===== src/rtl/ebb_pkg.sv =====
// Package: shared constants and types for the event-based branch unit.
// Assumes 64-bit registers; architectural bit k (big-endian) maps to
// vector index XLEN-1-k.
package ebb_pkg;
    parameter int XLEN   = 64;
    parameter int INSN_W = 32;
    localparam int HALF  = XLEN / 2;

    localparam int BIT_GE      = XLEN - 1 - 0;
    localparam int BIT_EXT_EN  = XLEN - 1 - 30;
    localparam int BIT_PM_EN   = XLEN - 1 - 31;
    localparam int BIT_RSV_HI  = XLEN - 1 - 32;
    localparam int BIT_RSV_LO  = XLEN - 1 - 33;
    localparam int BIT_EXT_OCC = XLEN - 1 - 62;
    localparam int BIT_PM_OCC  = XLEN - 1 - 63;

    localparam logic [5:0] OPC_PRIMARY  = 6'b010011;
    localparam logic [9:0] OPC_EXTENDED = 10'b0010010010;

    typedef enum logic [1:0] {
        CAUSE_NONE = 2'd0,
        CAUSE_EXT  = 2'd1,
        CAUSE_PM   = 2'd2,
        CAUSE_RET  = 2'd3
    } ebb_cause_e;

    typedef enum logic [1:0] {
        SEL_STATUS  = 2'd0,
        SEL_RETURN  = 2'd1,
        SEL_HANDLER = 2'd2,
        SEL_NONE    = 2'd3
    } ebb_sel_e;
endpackage


===== src/rtl/ebb_event_gate.sv =====
// Module: ebb_event_gate
// Qualifies the two event lines with the global and per-source enables and
// picks the reported cause (external beats monitor). Purely combinational;
// clk/rst_n serve only the embedded assertions.
module ebb_event_gate
    import ebb_pkg::*;
(
    input  logic       clk,
    input  logic       rst_n,
    input  logic       ge,
    input  logic       en_ext,
    input  logic       en_pm,
    input  logic       ext_evt,
    input  logic       pm_evt,
    output logic       hit_ext,
    output logic       hit_pm,
    output logic       take,
    output ebb_cause_e cause
);
    // Qualify each source and select a cause with external priority.
    always_comb begin
        hit_ext = ge && en_ext && ext_evt;
        hit_pm  = ge && en_pm && pm_evt;
        take    = hit_ext || hit_pm;
        if (hit_ext)     cause = CAUSE_EXT;
        else if (hit_pm) cause = CAUSE_PM;
        else             cause = CAUSE_NONE;
    end

    AST_TAKE_NEEDS_GE: assert property (@(posedge clk) disable iff (!rst_n)
        take |-> ge);
    AST_EXT_WINS: assert property (@(posedge clk) disable iff (!rst_n)
        (ext_evt && pm_evt && take && en_ext) |-> cause == CAUSE_EXT);
    AST_PM_ONLY_CAUSE: assert property (@(posedge clk) disable iff (!rst_n)
        (pm_evt && !ext_evt && take) |-> cause == CAUSE_PM);
endmodule


===== src/rtl/ebb_return_unit.sv =====
// Module: ebb_return_unit
// Decodes the return-from-event-branch word, checks the reserved status
// field and forms the return target for 64-bit or 32-bit mode.
// Assumes 'blocked' is high whenever a branch is taken in the same cycle.
module ebb_return_unit
    import ebb_pkg::*;
(
    input  logic              clk,
    input  logic              rst_n,
    input  logic              insn_valid,
    input  logic [INSN_W-1:0] insn,
    input  logic              sf,
    input  logic [1:0]        rsv,
    input  logic [XLEN-1:0]   ebbrr,
    input  logic              blocked,
    output logic              ret_fire,
    output logic              ret_s,
    output logic              inval,
    output logic [XLEN-1:0]   target
);
    logic is_ret;
    logic unused_bits;

    assign unused_bits = ^{insn[25:12], insn[0], ebbrr[1:0]};

    // Match the fixed opcode fields and split accept from reject.
    always_comb begin
        is_ret   = insn_valid && (insn[31:26] == OPC_PRIMARY)
                   && (insn[10:1] == OPC_EXTENDED);
        ret_s    = insn[11];
        ret_fire = is_ret && !blocked && (rsv == 2'b00);
        inval    = is_ret && !blocked && (rsv != 2'b00);
    end

    // Build the word-aligned return address for the current mode.
    always_comb begin
        target = '0;
        if (sf) target[XLEN-1:2] = ebbrr[XLEN-1:2];
        else    target[HALF-1:2] = ebbrr[HALF-1:2];
    end

    AST_RET_NARROW_UPPER: assert property (@(posedge clk) disable iff (!rst_n)
        (ret_fire && !sf) |-> (target[XLEN-1:HALF] == '0));
    AST_RET_ALIGNED: assert property (@(posedge clk) disable iff (!rst_n)
        ret_fire |-> (target[1:0] == 2'b00));
    AST_RET_BLOCKED: assert property (@(posedge clk) disable iff (!rst_n)
        blocked |-> (!ret_fire && !inval));
endmodule


===== src/rtl/ebb_ctrl_unit.sv =====
// Module: ebb_ctrl_unit (top)
// Holds the status, return and handler registers, merges software writes
// with branch and return updates, and drives the fetch redirect.
// Assumes one software write per cycle; reads are combinational.
module ebb_ctrl_unit
    import ebb_pkg::*;
(
    input  logic              clk,
    input  logic              rst_n,
    input  logic              ext_evt_i,
    input  logic              pm_evt_i,
    input  logic [XLEN-1:0]   nia_i,
    input  logic              msr_sf_i,
    input  logic              insn_valid_i,
    input  logic [INSN_W-1:0] insn_i,
    input  logic              wr_en_i,
    input  logic [1:0]        wr_sel_i,
    input  logic [XLEN-1:0]   wr_data_i,
    input  logic [1:0]        rd_sel_i,
    output logic [XLEN-1:0]   rd_data_o,
    output logic              redirect_valid_o,
    output logic [XLEN-1:0]   redirect_target_o,
    output logic [1:0]        redirect_cause_o,
    output logic              inval_form_o
);
    logic [XLEN-1:0] bescr_q, ebbrr_q, ebbhr_q;
    logic [XLEN-1:0] bescr_d, ebbrr_d, ebbhr_d;
    logic            hit_ext, hit_pm, take;
    ebb_cause_e      evt_cause;
    logic            ret_fire, ret_s, ret_inval;
    logic [XLEN-1:0] ret_target;
    logic            unused_nia;

    assign unused_nia = ^nia_i[1:0];

    ebb_event_gate u_gate (
        .clk     (clk),
        .rst_n   (rst_n),
        .ge      (bescr_q[BIT_GE]),
        .en_ext  (bescr_q[BIT_EXT_EN]),
        .en_pm   (bescr_q[BIT_PM_EN]),
        .ext_evt (ext_evt_i),
        .pm_evt  (pm_evt_i),
        .hit_ext (hit_ext),
        .hit_pm  (hit_pm),
        .take    (take),
        .cause   (evt_cause)
    );

    ebb_return_unit u_ret (
        .clk        (clk),
        .rst_n      (rst_n),
        .insn_valid (insn_valid_i),
        .insn       (insn_i),
        .sf         (msr_sf_i),
        .rsv        (bescr_q[BIT_RSV_HI:BIT_RSV_LO]),
        .ebbrr      (ebbrr_q),
        .blocked    (take),
        .ret_fire   (ret_fire),
        .ret_s      (ret_s),
        .inval      (ret_inval),
        .target     (ret_target)
    );

    // Next-state merge: software write first, then return, then branch.
    always_comb begin
        bescr_d = bescr_q;
        ebbrr_d = ebbrr_q;
        ebbhr_d = ebbhr_q;
        if (wr_en_i) begin
            case (wr_sel_i)
                SEL_STATUS:  bescr_d = wr_data_i;
                SEL_RETURN:  ebbrr_d = wr_data_i;
                SEL_HANDLER: ebbhr_d = wr_data_i;
                default:     ;
            endcase
        end
        if (ret_fire) bescr_d[BIT_GE] = ret_s;
        if (take) begin
            bescr_d[BIT_GE]      = 1'b0;
            ebbrr_d[XLEN-1:2]    = nia_i[XLEN-1:2];
            if (hit_ext) bescr_d[BIT_EXT_OCC] = 1'b1;
            if (hit_pm)  bescr_d[BIT_PM_OCC]  = 1'b1;
        end
    end

    // Register update with synchronous active-low reset.
    always_ff @(posedge clk) begin
        if (!rst_n) begin
            bescr_q <= '0;
            ebbrr_q <= '0;
            ebbhr_q <= '0;
        end else begin
            bescr_q <= bescr_d;
            ebbrr_q <= ebbrr_d;
            ebbhr_q <= ebbhr_d;
        end
    end

    // Read-back multiplexer.
    always_comb begin
        case (rd_sel_i)
            SEL_STATUS:  rd_data_o = bescr_q;
            SEL_RETURN:  rd_data_o = ebbrr_q;
            SEL_HANDLER: rd_data_o = ebbhr_q;
            default:     rd_data_o = '0;
        endcase
    end

    // Redirect request and cause selection.
    always_comb begin
        redirect_valid_o  = take || ret_fire;
        redirect_target_o = take ? ebbhr_q : ret_target;
        if (take)          redirect_cause_o = evt_cause;
        else if (ret_fire) redirect_cause_o = CAUSE_RET;
        else               redirect_cause_o = CAUSE_NONE;
        inval_form_o = ret_inval;
    end

    AST_GE_CLEARED: assert property (@(posedge clk) disable iff (!rst_n)
        take |=> !bescr_q[BIT_GE]);
    AST_RR_CAPTURE: assert property (@(posedge clk) disable iff (!rst_n)
        take |=> (ebbrr_q[XLEN-1:2] == $past(nia_i[XLEN-1:2])));
    AST_OCC_STICKY: assert property (@(posedge clk) disable iff (!rst_n)
        !(wr_en_i && wr_sel_i == SEL_STATUS) |=>
        ((bescr_q[BIT_EXT_OCC:BIT_PM_OCC] & $past(bescr_q[BIT_EXT_OCC:BIT_PM_OCC]))
          == $past(bescr_q[BIT_EXT_OCC:BIT_PM_OCC])));
    AST_RET_SETS_GE: assert property (@(posedge clk) disable iff (!rst_n)
        ret_fire |=> (bescr_q[BIT_GE] == $past(ret_s)));
    AST_INVAL_FREEZE: assert property (@(posedge clk) disable iff (!rst_n)
        (inval_form_o && !wr_en_i) |=>
        ($stable(bescr_q) && $stable(ebbrr_q) && $stable(ebbhr_q)));
    AST_HANDLER_WRITE: assert property (@(posedge clk) disable iff (!rst_n)
        (wr_en_i && wr_sel_i == SEL_HANDLER) |=> (ebbhr_q == $past(wr_data_i)));
endmodule


===== config.mk =====
export PLATFORM = sky130hd
export DESIGN_NAME = ebb_ctrl_unit
export DESIGN_NICKNAME = d
export VERILOG_FILES = /design/src/rtl/ebb_pkg.sv /design/src/rtl/ebb_event_gate.sv /design/src/rtl/ebb_return_unit.sv /design/src/rtl/ebb_ctrl_unit.sv
export SDC_FILE = /design/constraint.sdc
export NUM_CORES = 1
export LEC_CHECK = 0
export BUFFER_PORTS_ARGS = -buffer_cell sky130_fd_sc_hd__clkbuf_2
export CORE_ASPECT_RATIO = 1.25
export CORE_MARGIN = 2
export CORE_UTILIZATION = 55
export DETAILED_ROUTE_END_ITERATION = 16
export HOLD_SLACK_MARGIN = 0.02
export MAX_ROUTING_LAYER = met4
export PLACE_DENSITY = 0.95
export SYNTH_ARGS = -nofsm -noshare
export SYNTH_HDL_FRONTEND = slang
export SYNTH_SLANG_ARGS = --single-unit

===== constraint.sdc =====
create_clock -name clk -period 2.1 [get_ports clk]
set_input_delay 0.21 -clock clk [delete_from_list [all_inputs] [get_ports clk]]
set_output_delay 0.21 -clock clk [all_outputs]
set_load 0.01 [all_outputs]

* Yosys cells after proc, flatten, opt, wreduce, memory -nomap -nowiden
Index checks and enable logic that the tools add are counted.
** Storage, ports and cells
- Input bits :: 171
- Logic and storage cells :: 55
- Output and inout bits :: 132
- Register bits :: 192
** Operators by class
- Muxes and demuxes :: 16
- Bitwise logic cells :: 1
- Eq/ne operators :: 6
- Reduce and logical (&&, ||, !) cells :: 26
** Operators with widths (count)
- 64-bit two-way mux :: 5
- 64-bit one-hot mux with 3 select lines :: 1
- 62-bit two-way mux :: 1
- 32-bit two-way mux :: 1
- 10-bit by 8-bit equality test with 1-bit output, second input constant :: 1
- 2-bit two-way mux :: 5
- 2-bit AND reduction :: 5
- 2-bit nonzero test :: 5
- 1-bit logical AND :: 9
- 6-bit by 5-bit equality test with 1-bit output, second input constant :: 1
- 2-bit zero test :: 3
- 2-bit by 1-bit equality test with 1-bit output, second input constant :: 2
- 2-bit equality test, second input constant :: 2
- 1-bit two-way mux :: 3
- 1-bit logical OR :: 2
- 2-bit OR reduction :: 1
- 1-bit zero test :: 1
- 1-bit NOT :: 1

* Depth between registers and ports, before layout
Gate-level depths: netlist of the first run.
- Depth after elaboration :: 8
- Depth in mapped cells :: 6
- Gate-level depth less buffers :: 4

* Hierarchy
From an unflattened synthesis of the first run, not the netlist that was laid out.
** Second synthesis, totals
- Cells, all modules :: 1291
- Area total of the unflattened synthesis :: 10223.6 µm²
** By module, submodules not included
- ebb_ctrl_unit :: area an instance 9639.2 µm², instances 1, cells an instance 1207
- ebb_return_unit :: area an instance 539.3 µm², instances 1, cells an instance 78
- ebb_event_gate :: area an instance 45.0 µm², instances 1, cells an instance 6

* Least setup slack after synthesis of the first run
Ideal clock, no wire load.
- Path type :: reg2out
- Start point :: reg bescr_q[32]
- End point :: out inval_form_o
- Cell stages (with the launch flop) :: 5
- Required time :: 1890 ps
- Slack :: 615 ps
- Path buffers :: 1
- Data arrival time :: 1275 ps
- Cell sequence :: dfxtp_1 a22o_1 and2_1 buf_6 nor4_1
** On the way
- Longest elaborated chain between the ends :: 6
** Ends and longest elaborated chain
- from (decl) :: line ebb_ctrl_unit.sv:26 : logic [XLEN-1:0] bescr_q, ebbrr_q, ebbhr_q;
- from (signal assigned) :: line ebb_ctrl_unit.sv:94 : bescr_q <= bescr_d;
- 1-bit logical AND (2 in series) :: line ebb_event_gate.sv:23 : hit_pm = ge && en_pm && pm_evt;
- 1-bit logical OR :: line ebb_event_gate.sv:24 : take = hit_ext || hit_pm;
- 1-bit zero test :: line ebb_return_unit.sv:32 : inval = is_ret && !blocked && (rsv != 2'b00);
- 1-bit logical AND (2 in series) :: line ebb_return_unit.sv:32
- to (decl) :: line ebb_ctrl_unit.sv:24 : output logic inval_form_o
No other way between the ends.

* Worst setup path after layout of the first run
- Start point :: reg bescr_q[32]
- End point :: out redirect_target_o[58]
** On the way
- Longest elaborated chain between the ends :: 4
** Ends and longest elaborated chain
- 1-bit logical AND (2 in series) :: line ebb_event_gate.sv:23
- 1-bit logical OR :: line ebb_event_gate.sv:24
- 64-bit two-way mux :: line ebb_ctrl_unit.sv:113 : redirect_target_o = take ? ebbhr_q : ret_target;
- to (decl) :: line ebb_ctrl_unit.sv:22 : output logic [XLEN-1:0] redirect_target_o,
No other way between the ends.

==> results of run 1 <==
==> routing by layer <==
metal / global-route usage / wire length (µm)
met5: - / 0
met1: 0.395 / 12100
met4: 0.175 / 1300
met2: 0.571 / 15500
met3: 0.0678 / 2710
==> path summary, 6_finish.rpt <==
path | startpoint | end | slack, ns | cells after the start
setup / recovery | bescr_q[32] | redirect_target_o[58] | 0.05 | 6
hold reg to reg | bescr_q[5] | bescr_q[5] | 0.46 | 2
setup reg to reg | bescr_q[32] | bescr_q[63] | 0.55 | 5
hold / removal | wr_data_i[44] | bescr_q[44] | 0.03 | 3
==> cells by family (layout without fill, tap and decap cells) <==
family / count (synthesis) / in the layout / synth area share
flip-flops: 192 / 192 / 0.407
AO/OA/AOI/OAI: 257 / 257 / 0.154
buffers and inverters: 108 / 374 / 0.0532
AND/OR/NAND/NOR: 597 / 599 / 0.249
multiplexers: 129 / 129 / 0.137
==> synth_stat cells (2+ instances only) <==
master                     count
sky130_fd_sc_hd__nand3_1      34
sky130_fd_sc_hd__dfxtp_1     192
sky130_fd_sc_hd__and3_1        4
sky130_fd_sc_hd__buf_4         9
sky130_fd_sc_hd__nand2_1     476
sky130_fd_sc_hd__nor4_1        3
sky130_fd_sc_hd__a211oi_1     62
sky130_fd_sc_hd__clkbuf_1     44
sky130_fd_sc_hd__o21ai_0      65
sky130_fd_sc_hd__buf_2        45
sky130_fd_sc_hd__buf_1         8
sky130_fd_sc_hd__mux2i_1     129
sky130_fd_sc_hd__and2_1        3
sky130_fd_sc_hd__a21oi_1     125
sky130_fd_sc_hd__a31oi_1       2
sky130_fd_sc_hd__nor2_1       65
==> per-stage QoR <==
step	instance area [µm²]	std cells
3_5_place_dp	11200	1719
4_1_cts	12000	1764
2_1_floorplan	9450	1283
3_3_place_gp	11200	1719
5_1_grt	12100	1771
6_report	12100	1771
==> placed cells by master, fill, tap and decap left out, types with 3 or more instances in the layout <==
cell                            count
sky130_fd_sc_hd__nand2_1          476
sky130_fd_sc_hd__clkbuf_2         283
sky130_fd_sc_hd__dfxtp_1          191
sky130_fd_sc_hd__mux2i_1          129
sky130_fd_sc_hd__a21oi_1          125
sky130_fd_sc_hd__o21ai_0           65
sky130_fd_sc_hd__nor2_1            65
sky130_fd_sc_hd__a211oi_1          62
sky130_fd_sc_hd__nand3_1           34
sky130_fd_sc_hd__buf_4             26
sky130_fd_sc_hd__clkbuf_16         19
sky130_fd_sc_hd__buf_12            17
sky130_fd_sc_hd__dlygate4sd3_1     10
sky130_fd_sc_hd__and3_1             4
sky130_fd_sc_hd__clkinvlp_4         4
sky130_fd_sc_hd__nor4_1             3
sky130_fd_sc_hd__inv_8              3
sky130_fd_sc_hd__bufinv_16          3
==> sequential cells by signal (all words and copies together) (netlist names) <==
name	cells
ebbrr_q	64
bescr_q	64
ebbhr_q	64
==> worst min-delay path, cell delays in order <==
cell	delay, ns
sky130_fd_sc_hd__clkbuf_2	0.10
sky130_fd_sc_hd__nand2_1	0.05
sky130_fd_sc_hd__a21oi_1	0.05
==> power breakdown <==
part	total, mW	switching [mW]	internal (mW)
logic	0.996	0.579	0.417
clock network	3.41	1.51	1.90
registers	3.86	0.0928	3.77
total	8.27	2.18	6.09
==> timing repair <==
action | in CTS | in global routing
pin swaps | 1 | 1
hold endpoints to repair | 11 | 0
setup buffers | 2 | 4
hold buffers | 10 | 0
endpoints found under the setup margin | 62 | 33
resized for setup | 4 | 3
cloned | 1 | 3
==> layout make-up <==
cell class,count,share of cell area
Clock buffer,18,0.0356
Multi-Input combinational cell,985,0.428
Sequential cell,192,0.319
Tap cell,220,0.0228
Timing Repair Buffer,341,0.179
Inverter,1,0.000726
Clock inverter,14,0.0150
==> Flow_metrics.wiki, run 1 <==
{| class="wikitable"
! Metric !! Value
|-
| Clock root buffer || sky130_fd_sc_hd__clkbuf_16
|-
| Synth Flop Type || sky130_fd_sc_hd__dfxtp_1
|-
| Fillcell total || ~1.3k
|-
| Area of all sequential standard cells || just under 4000 µm²
|-
| Cells after synthesis || 1,283
|-
| Max capacitance violation total || 0
|-
| Family of cells with the greatest summed delay on the critical path || simple AND/OR/NAND/NOR gates
|-
| Area used by multi-input combinational logic || between 5000 and 6000 µm²
|-
| Post-place setup slack || between 0.2 and 0.25 ns
|-
| Area contributors post-synth || sky130_fd_sc_hd__dfxtp_1 (41%), sky130_fd_sc_hd__nand2_1 (19%), sky130_fd_sc_hd__mux2i_1 (14%)
|-
| Total Power || about 8.3 mW
|-
| Post-DR vias/cell || about 5.9
|-
| Die outline area || between 15,000 and 20,000 µm²
|-
| CP endpoint kind || output port
|-
| Peak clock frequency supported by timing || about 490 MHz
|-
| Post-route fraction of the period consumed by the critical path || 0.977
|-
| Post-synth cell types || 33
|-
| HPWL after detailed placement || about 20,000 µm
|-
| Share of layout cells above drive strength 1 || 0.242
|-
| Mean Syn Cell Area || approximately 7.4 µm²
|-
| Cell with the largest stage delay on the worst path || sky130_fd_sc_hd__dfxtp_1
|-
| Final layout net count || ~1.7k
|-
| Sink count of the clock tree || 192
|-
| H-Tree Depth || 4
|-
| Buffers from clock root to sink, at most || 2
|-
| Utilization after layout || 0.716
|-
| First-pass GRT wire length || ~49,000 µm
|-
| Via count of the first global-routing pass || 10.2k
|-
| Min Clock Period, post-route || 2.05 ns
|-
| Total of warnings raised by yosys || 0
|-
| Crit path setup slack, layout || 0.0490 ns
|-
| Cell breakdown of the critical path || a22o_4, nand2_8, buf_12, nand3_1, nand2_1, clkbuf_2
|-
| Worst setup path category || register to output port
|-
| Lkg Pwr || 5.71 nW
|-
| Number of remaining DRC errors || 0
|-
| Largest vdd supply drop || 0.000506 V
|-
| Hold violation total from the final report || 0
|-
| Maximum number of pins on one net before global-route repair || 57
|-
| FF+latch count, synth || around 190
|-
| Count of buffers from port buffering || ~290
|-
| Final weighted congestion in routability-driven placement || 0.895
|-
| CP peak stage delay || 0.36 ns
|-
| Nature of the critical path startpoint || register
|-
| Worst clock skew || ~0.015 ns
|-
| Post-synth top area share || 0.407
|-
| Number of iterations in the first detailed-routing pass || 5
|-
| Total count of max-transition violations in the final report || 0
|-
| Boundary Pins || 303
|-
| Floorplan die width || about 120 µm
|-
| Power Dens Cells || 685 nW/µm²
|-
| Antenna-violating nets left || 0
|-
| Y dimension of the die || 151 µm
|-
| Vias post-DR || 10.4k
|-
| Iter 0 DRT Violations || between 900 and 1k
|-
| Overall routed net length || 31,700 µm
|-
| Share of flip-flops with an asynchronous set or reset after synthesis || 0
|-
| Worst hold path class || input pin to register
|-
| Highest net fanout along the worst path || 39
|-
| TritonCTS clock tree || built
|-
| Final setup fails || 0
|-
| Cell row count || 53
|-
| Mean routed wirelength per cell || between 15 and 20 µm
|-
| N_diodes || 0
|-
| Setup TNS after final layout || 0 ns
|-
| Total clock buffers created by CTS || 17
|-
| Worst slew margin relative to its limit || 0.556
|-
| Initial antenna violation count || 0
|-
| Initial standard-cell utilization of the core || 0.561
|-
| Worst-Skew Late Latency || ~0.43 ns
|-
| Buffers & Inverters on Critical Path || 2
|-
| Transition time at the pin with the least slew margin || approximately 0.67 ns
|-
| EDFF count, synth || 0
|-
| Mapped cell area || 9450 µm²
|-
| Post-synthesis to final-layout area growth || 27.7%
|-
| Arr. time, crit path || approximately 1.8 ns
|-
| Run status || finished, final reports clean
|-
| GRT Total Usage || 0.344
|-
| Syn_nets || between 1k and 1.5k
|-
| Clock slew at the register clock pins of the worst setup and hold paths || 0.07 ns
|-
| Core Footprint || roughly 17,000 µm²
|-
| Post-Route Hold Slack || approximately 0.026 ns
|-
| Residual overflow from global routing || 0
|-
| Fraction of the yosys area taken by sequential cells || 0.407
|-
| Data required time of the critical path || about 1.9 ns
|-
| Setup repair after global routing missed its margin || no
|-
| Cell type with the largest total area after synthesis || sky130_fd_sc_hd__dfxtp_1
|}
Note: power is estimated with default switching activity, not from simulation.
==> run 2: changes to the inputs <==
Settings changed: CORE_UTILIZATION 55 to 46, PLACE_DENSITY 0.95 to 0.87.
Clock period 2.1 ns to 1.8 ns, I/O delays scaled along.
==> Flow_metrics.wiki, run 2 (synthesis gave the netlist of run 1 again) <==
{| class="wikitable"
! Metric !! Value
|-
| Count of buffers from port buffering || 285 (unchanged)
|-
| Worst clock skew || 0.0109 ns (-0.00422 ns)
|-
| Crit path setup slack, layout || -0.178 ns (-0.227 ns)
|-
| Boundary Pins || 303 (unchanged)
|-
| Worst-Skew Late Latency || 0.42 ns (about the same)
|-
| Peak clock frequency supported by timing || just over 500 MHz
|-
| Buffers from clock root to sink, at most || 2 (unchanged)
|-
| Hold violation total from the final report || 0 (unchanged)
|-
| Mean routed wirelength per cell || 18.3 µm (+2.2%)
|-
| Initial antenna violation count || 0 (unchanged)
|-
| Post-route fraction of the period consumed by the critical path || 1.10
|-
| Final setup fails || 62 (+62)
|-
| Floorplan die width || 132 µm (+9.0%)
|-
| Leading registers by flop count || bescr_q x64, ebbhr_q x64, ebbrr_q x64
|-
| Number of remaining DRC errors || 0 (unchanged)
|-
| Maximum number of pins on one net before global-route repair || 61 (+7.0%)
|-
| Clock slew at the register clock pins of the worst setup and hold paths || 0.07 ns (about the same)
|-
| Highest net fanout along the worst path || 9 (-77%)
|-
| Commonest non-fill, non-tap cells in the layout || sky130_fd_sc_hd__nand2_1 (468), sky130_fd_sc_hd__clkbuf_2 (228), sky130_fd_sc_hd__dfxtp_1 (190)
|-
| Vias post-DR || 10.8k (+4.1%)
|-
| Lkg Pwr || 6.10 nW (+6.9%)
|-
| TritonCTS clock tree || built
|-
| Post-synthesis to final-layout area growth || 37.3%
|-
| Worst setup path category || register to output port
|-
| Final weighted congestion in routability-driven placement || 0.846 (-5.4%)
|-
| Min Clock Period, post-route || ~2 ns
|-
| Total Power || 9.64 mW (+17%)
|-
| Power Dens Cells || 743 nW/µm² (+8.5%)
|-
| Max capacitance violation total || 0 (unchanged)
|-
| Run status || complete, but fails checks
|-
| Post-place setup slack || 0.116 ns (-0.0995 ns)
|-
| Largest vdd supply drop || 0.000621 V (+23%)
|-
| Data required time of the critical path || 1.62 ns (-0.27 ns)
|-
| Final Cell Area || 13,000 µm² (+7.5%)
|-
| H-Tree Depth || 4 (unchanged)
|-
| Total count of max-transition violations in the final report || 0 (unchanged)
|-
| GRT Total Usage || 0.311 (-0.0332)
|-
| Setup TNS after final layout || -5.17 ns (-5.17 ns)
|-
| Share of layout cells above drive strength 1 || 0.246 (+0.00407)
|-
| Iter 0 DRT Violations || 899 (-4.4%)
|-
| Clock root buffer || sky130_fd_sc_hd__clkbuf_16
|-
| Most common cell after layout, fill and taps aside || sky130_fd_sc_hd__nand2_1
|-
| Overall routed net length || 34,600 µm (+9.4%)
|-
| Nature of the critical path startpoint || register
|-
| Number of iterations in the first detailed-routing pass || 6 (+1)
|-
| Worst slew margin relative to its limit || 0.650 (+0.0942)
|-
| First-pass GRT wire length || 52,900 µm (+8.2%)
|-
| Total clock buffers created by CTS || 17 (unchanged)
|-
| Antenna-violating nets left || 0 (unchanged)
|-
| Transition time at the pin with the least slew margin || 0.525 ns (-0.141 ns)
|-
| Utilization after layout || 0.643 (-0.0736)
|-
| Via count of the first global-routing pass || 10.6k (+4.0%)
|-
| Cell row count || 58 (+9.4%)
|-
| Residual overflow from global routing || 0 (unchanged)
|-
| Initial standard-cell utilization of the core || 0.468 (-0.0926)
|-
| Die outline area || 21,700 µm² (+19%)
|-
| Arr. time, crit path || 1.80 ns (-0.04 ns)
|-
| N_diodes || 0 (unchanged)
|-
| CP endpoint kind || output port
|-
| Placed standard-cell area || 11,300 µm² (+0.45%)
|-
| HPWL after detailed placement || 20,300 µm (+1.3%)
|-
| Core Footprint || 20,200 µm² (+20%)
|-
| Y dimension of the die || 164 µm (+9.1%)
|-
| Final layout net count || 1,785 (+4.4%)
|-
| Worst hold path class || input pin to register
|-
| Sink count of the clock tree || 192 (unchanged)
|-
| Failing checks || negative setup slack
|-
| Post-DR vias/cell || 5.71 (-2.8%)
|-
| Setup repair after global routing missed its margin || yes
|}
## run 2: changes by cell type in the layout (fill, tap and decap cells not counted), sizes merged
cell         delta
dlygate4sd3    +65
buf            +63
clkbuf         -49
clkinvlp        -2
bufbuf          +1
bufinv          -1
nand2           -1
## run 2: path summary, 6_finish.rpt
| path | endpoint | slack, ns | start | cells past startpoint |
|---|---|---|---|---|
| min | ebbrr_q[49] | 0.03 | nia_i[49] | 3 |
| max | redirect_cause_o[1] | -0.18 | bescr_q[32] | 5 |
| min reg2reg | bescr_q[50] | 0.46 | bescr_q[50] | 2 |
| max reg2reg | ebbrr_q[53] | 0.17 | bescr_q[32] | 7 |
## run 2: critical path: stages (launching register included)
cell	delay, ns
sky130_fd_sc_hd__dfxtp_2	0.33
sky130_fd_sc_hd__a22o_4	0.29
sky130_fd_sc_hd__nand2_8	0.17
sky130_fd_sc_hd__nand4_1	0.26
sky130_fd_sc_hd__o21ai_1	0.17
sky130_fd_sc_hd__buf_2	0.17
## run 2: layout make-up
class / count / area (µm²)
repair buffers: 418 / 2980
well taps: 270 / 338
fillers: 1613 / 7200
flip-flops and latches: 192 / 3850
inverters: 1 / 8.76
clock inverters: 11 / 125
multi-input cells: 984 / 5200
clock buffers: 21 / 470
## run 2: per-layer routing
layer	wire length, µm	share of wire	GRT usage	up-vias
met4	1660	0.048	0.178	0
li1	-	-	-	4976
met5	0	0	-	-
met1	13400	0.39	0.356	4984
met2	16600	0.48	0.509	711
met3	3000	0.086	0.0620	156
## run 2: power breakdown
| group | internal, mW | total [mW] | leakage [nW] | switching [mW] |
|---|---|---|---|---|
| clock network | 2.17 | 3.84 | 0.291 | 1.66 |
| registers | 4.40 | 4.50 | 1.56 | 0.105 |
| logic | 0.582 | 1.30 | 4.25 | 0.721 |
| total | 7.15 | 9.64 | 6.10 | 2.49 |
## run 2: what timing repair did
action	CTS	global route
hold buffers	75	0
pin swaps	12	6
endpoints found under the hold margin	123	0
buffers inserted	3	4
cloned	3	3
setup endpoints to repair	66	66
gates resized for setup	19	75
## run 2: metrics by stage
| stage | hold slack [ns] | cells |
|---|---|---|
| after floorplan | 0.316 | 1283 |
| after global placement | 0.434 | 1777 |
| after detailed placement | 0.437 | 1777 |
| after CTS | 0.0201 | 1890 |
| after global routing | 0.0278 | 1897 |
| final | 0.0293 | 1897 |
